**src/rtl/sqw_pkg.sv**
```systemverilog
package sqw_pkg;

    typedef enum logic {
        ST_QUIET = 1'b0,
        ST_WAVE  = 1'b1
    } sqw_state_e;

    // Counter bit index that carries the rate chosen by a code.
    // Codes 1 and 2 reuse the taps of codes 8 and 9.
    function automatic int unsigned tap_of(input int unsigned code);
        if (code == 1) return 6;
        if (code == 2) return 7;
        if (code >= 3) return code - 2;
        return 0;
    endfunction

endpackage

```
**src/rtl/sqw_counter.sv**
```systemverilog
module sqw_counter #(
    parameter int CNT_W = 15
) (
    input  logic             clk_i,
    input  logic             rst_ni,
    output logic [CNT_W-1:0] cnt_o
);

    logic [CNT_W-1:0] cnt_q;

    // Each stage toggles when every stage below it is high (ripple-style carry).
    for (genvar k = 0; k < CNT_W; k++) begin : g_stage
        if (k == 0) begin : g_lsb
            always_ff @(posedge clk_i or negedge rst_ni) begin
                if (!rst_ni) cnt_q[k] <= 1'b0;
                else         cnt_q[k] <= ~cnt_q[k];
            end
        end else begin : g_upper
            always_ff @(posedge clk_i or negedge rst_ni) begin
                if (!rst_ni)           cnt_q[k] <= 1'b0;
                else if (&cnt_q[k-1:0]) cnt_q[k] <= ~cnt_q[k];
            end
        end
    end

    assign cnt_o = cnt_q;

endmodule

```
**src/rtl/sqw_tap_sel.sv**
```systemverilog
module sqw_tap_sel #(
    parameter int CNT_W  = 15,
    parameter int CODE_W = 4
) (
    input  logic [CNT_W-1:0]  cnt_i,
    input  logic [CODE_W-1:0] code_i,
    output logic              bit_o
);

    localparam int IDX_W = $clog2(CNT_W);

    int unsigned      tap;
    logic [IDX_W-1:0] idx;

    always_comb begin
        tap   = sqw_pkg::tap_of(32'(code_i));
        idx   = tap[IDX_W-1:0];
        bit_o = 1'b0;
        if (tap < CNT_W) bit_o = cnt_i[idx];
    end

endmodule

```
**src/rtl/sqw_gen.sv**
```systemverilog
module sqw_gen #(
    parameter int CNT_W  = 15,
    parameter int CODE_W = 4
) (
    input  logic              clk_i,
    input  logic              rst_ni,
    input  logic              func_en_i,
    input  logic [CODE_W-1:0] rate_code_i,
    output logic              wave_o
);

    import sqw_pkg::*;

    sqw_state_e        state_q, state_d;
    logic [CODE_W-1:0] code_q;
    logic [CNT_W-1:0]  cnt_q;
    logic              tap_bit;
    logic              want_wave;

    sqw_counter #(.CNT_W(CNT_W)) u_cnt (
        .clk_i  (clk_i),
        .rst_ni (rst_ni),
        .cnt_o  (cnt_q)
    );

    sqw_tap_sel #(.CNT_W(CNT_W), .CODE_W(CODE_W)) u_tap (
        .cnt_i  (cnt_q),
        .code_i (code_q),
        .bit_o  (tap_bit)
    );

    assign want_wave = func_en_i && (rate_code_i != '0);

    // Next-state logic: start / stop / hold.
    always_comb begin
        state_d = state_q;
        unique case (state_q)
            ST_QUIET: if (want_wave)  state_d = ST_WAVE;
            ST_WAVE:  if (!want_wave) state_d = ST_QUIET;
            default:                  state_d = ST_QUIET;
        endcase
    end

    // State register and sampled code.
    always_ff @(posedge clk_i or negedge rst_ni) begin
        if (!rst_ni) begin
            state_q <= ST_QUIET;
            code_q  <= '0;
        end else begin
            state_q <= state_d;
            code_q  <= rate_code_i;
        end
    end

    // Output decode.
    always_comb begin
        unique case (state_q)
            ST_QUIET: wave_o = 1'b0;
            ST_WAVE:  wave_o = tap_bit;
            default:  wave_o = 1'b0;
        endcase
    end

endmodule

```
**config.mk**
```make
export PLATFORM = sky130hd
export DESIGN_NAME = sqw_gen
export DESIGN_NICKNAME = d
export VERILOG_FILES = /design/src/rtl/sqw_pkg.sv /design/src/rtl/sqw_counter.sv /design/src/rtl/sqw_tap_sel.sv /design/src/rtl/sqw_gen.sv
export SDC_FILE = /design/constraint.sdc
export NUM_CORES = 1
export LEC_CHECK = 0
export ABC_AREA = 1
export BUFFER_PORTS_ARGS = -buffer_cell sky130_fd_sc_hd__buf_2
export CORE_ASPECT_RATIO = 1.25
export CORE_UTILIZATION = 58
export CTS_CLUSTER_DIAMETER = 50
export CTS_CLUSTER_SIZE = 28
export DETAILED_ROUTE_END_ITERATION = 16
export PLACE_DENSITY = 0.73
export SYNTH_ARGS = -nofsm -noshare
export SYNTH_HDL_FRONTEND = slang
export SYNTH_HIERARCHICAL = 1
export SYNTH_SLANG_ARGS = --single-unit
```
**constraint.sdc**
```tcl
create_clock -name clk_i -period 2.2 [get_ports clk_i]
set_clock_uncertainty 0.15 [all_clocks]
set_input_delay 0.44 -clock clk_i [delete_from_list [all_inputs] [get_ports clk_i]]
set_output_delay 0.44 -clock clk_i [all_outputs]
set_load 0.02 [all_outputs]
```
==> metrics.yaml <==
n_fill_cell: 176
path_cells: "nor2_4, nand3_2, nand2_4, inv_2, nand2_1, nand3_1, nand3_1, nand2_1, nand2_1, inv_1, buf_4"
n_antenna_cell: 0
drv_cap: 0
fin_crit_ns: 2.324
die_w_um: 42.49
yosysTopAreaCell: "dfrtp_1"
clk_latency_ns: 0.29
cts.sinks: 20
regToRegSetupSlack_ns: 0.85
p_sw_mw: 0.1622
routedWlPerCell_um: 11.54
switching_share: 0.2565
gp_congestion: 0.8386
ys_seq_elements: 20
crit_start: "code_q[3]$_DFF_PN0_"
critical-path-max-stage-delay_ns: 0.45
cpMostUsedCell: "nand2_1"
rows: 17
r2r-start: "u_cnt/cnt_o[9]$_DFFE_PN0P_"
worstMarginPinSlew_ns: 0.4506
ys_warn_count: 6
hpwl_um: 1663
power.share.sequential: 0.597
power_leakage_nw: 0.7362
cts_tree: "built"
grt_overflow: 0
drive_above_1_share: 0.2209
clockPowerShare: 0.256
drv_slew: 0
finalHoldViolations: 0
finalNetCount: 182
ios: 8
dieArea_um2: 2236
ff2ff_path_depth: 5
hold_path_startpoint: "rate_code_i[1]"
start_kind: "flop"
r2r-end: "u_cnt/cnt_o[14]$_DFFE_PN0P_"
finalWirelength_um: 2205
place_area_um2: 1247
irDropWorstVdd_mv: 0.3323
pwr-share-comb: 0.147
crit_buf_inv: 3
vias_per_cell: 5.251
final_cell_area_um2: 1319
critical-path-top-delay-family: "simple AND/OR/NAND/NOR gates"
rsz0062_at_grt: "yes"
internal-power_mw: 0.4701
initial_core_util: 0.6423
crit_type: "flop to output pin"
hold_slack_ns: 0.1192
crit_fanout: 5
port_buffers: 7
period_share: 1.056
max_freq_ghz: 0.4303
ys_seq_area_frac: 0.4211
place_ws_ns: 0.1480
p_per_area_nw_per_um2: 479.5
final.setup.worst_slack_ns: -0.1241
root_buffer: "clkbuf_4"
antenna_found_initial: 0
grt_util_all_layers: 0.2301
slew_headroom: 0.6996
grt_pass1_wl_um: 3850
crit_cells: 11
htree_num_levels: 1
syn_to_final_growth_pct: 10.95
synth.distinct_cells: 19
cp-endpoint: "wave_o"
route.vias.total: 1003
synthTopCellsByArea: "dfrtp_1 (42%), nand2_1 (14%), nand3_1 (9.3%)"
syn_area_um2: 1189
numCtsBuffers: 3
syn-num-nets: 167
clk_pin_slew_worst_paths_ns: 0.10
slowest_stage: "dfrtp_2"
grt_pass1_vias: 995
drtIter0Drc: 23
failed_checks: "negative setup slack"
required_ns: 1.61
synth_area_per_cell_um2: 7.476
critPathCaptureType: "output pin"
fp.dieH_um: 52.62
worstPathArrival_ns: 1.73
cts_buffer_depth: 2
drc: 0
dr.pass1.iters: 6
ant_nets: 0
hold_class: "primary input to flop"
synth_cells: 159
coreArea_um2: 1851
status: "complete, but fails checks"
synth.top_cell.area_share: 0.4211
setup_tns_ns: -0.1241
grt_max_degree: 21
setup_violations: 1
-- worst reg2reg max path, stage by stage (launching register included) --
cell and delay [ns]:
dfrtp_1 0.41, nand2_1 0.13, nor2_1 0.26, nand2_1 0.11, o21ai_1 0.14, nand2_1 0.05
-- power groups by stage --
stage | registers, mW | logic [mW] | clock network [mW]
after floorplan | 0.384 | 0.0561 | 0
after global placement | 0.385 | 0.0785 | 0
final | 0.377 | 0.0928 | 0.162
after global routing | 0.378 | 0.104 | 0.184
after CTS | 0.377 | 0.0868 | 0.176
after detailed placement | 0.385 | 0.0803 | 0
-- area by class of cell --
cell class / count / area [um2] / area share
well taps: 19 / 23.77 / 0.01803
multi-input cells: 111 / 603.1 / 0.4573
flip-flops and latches: 20 / 501.7 / 0.3805
repair buffers: 10 / 62.56 / 0.04744
inverters: 28 / 105.1 / 0.07970
clock buffers: 3 / 22.52 / 0.01708
-- registers in the layout, summed over array words and instances, names as in the netlist --
name,cells
code_q,4
state_q,1
u_cnt/cnt_o,15
-- routing by layer --
metal  track usage  routed length [um]
met1        0.2561                 966
met2        0.4359                1195
met3       0.02069                  25
met4        0.1094                  17
met5             0                   0
-- cell usage in the layout (no fill, tap or decap) --
cell            n
nand3_2         1
xnor2_1         2
nand2_4         7
nand3_1        22
buf_4           3
buf_2           6
ha_1            1
nor2_2          1
o21ai_1         5
dfrtp_2         1
inv_2           6
nand2_2         6
nand4_1         1
nor2_8          1
xor2_1          2
clkbuf_4        3
nor2_4          3
and2_1          1
dlygate4sd3_1   1
dfrtp_1        19
nor2_1         13
inv_1          22
nand2_1        42
a21oi_1         3
-- cell families after synthesis --
| kind of cell | count (synthesis) | synth area share |
|---|---|---|
| adder cells (fa/ha/maj) | 1 | 0.01052 |
| buffers and inverters | 28 | 0.08842 |
| AND/OR/NAND/NOR | 98 | 0.4169 |
| AO/OA/AOI/OAI | 8 | 0.03368 |
| XOR/XNOR | 4 | 0.02948 |
| flip-flops | 20 | 0.4211 |
-- Yosys cell counts --
| cell | instances |
|---|---|
| dfrtp_1 | 20 |
| xor2_1 | 2 |
| inv_2 | 4 |
| nand2_4 | 4 |
| nand3_2 | 1 |
| nor2_2 | 1 |
| nor2_8 | 1 |
| and2_1 | 1 |
| nand3_1 | 22 |
| o21ai_1 | 5 |
| a21oi_1 | 3 |
| ha_1 | 1 |
| nand2_1 | 44 |
| xnor2_1 | 2 |
| nor2_4 | 3 |
| nand4_1 | 1 |
| inv_1 | 24 |
| nor2_1 | 13 |
| nand2_2 | 7 |
-- per-stage QoR --
| step | util | power, mW | std cells |
|---|---|---|---|
| global placement | 0.6741 | 0.4630 | 185 |
| CTS | 0.6984 | 0.6400 | 190 |
| finish | 0.7126 | 0.6323 | 191 |
| floorplan | - | 0.4402 | 159 |
| global route | 0.7126 | 0.6657 | 191 |
| detailed placement | 0.6741 | 0.4652 | 185 |
-- worst min-delay path by stage --
| stage | cells after the start | to | slack [ns] |
|---|---|---|---|
| 3_3_place_gp | 1 | u_cnt/cnt_o[13]$_DFFE_PN0P_ | 0.26 |
| 4_1_cts | 1 | code_q[1]$_DFF_PN0_ | 0.10 |
| 3_5_place_dp | 1 | u_cnt/cnt_o[13]$_DFFE_PN0P_ | 0.26 |
| 6_report | 1 | code_q[1]$_DFF_PN0_ | 0.12 |
| 5_1_grt | 1 | code_q[0]$_DFF_PN0_ | 0.10 |
| 2_1_floorplan | 0 | code_q[0]$_DFF_PN0_ | -0.006 |
-- timing repair --
action / CTS / global route
pin swaps: 1 / 4
buffers inserted: 1 / 1
hold endpoints to repair: 20 / 0
resized for setup: 4 / 5
hold buffers: 1 / 0
endpoints found under the setup margin: 1 / 1
No activity file was read; power rests on OpenSTA's default activity.
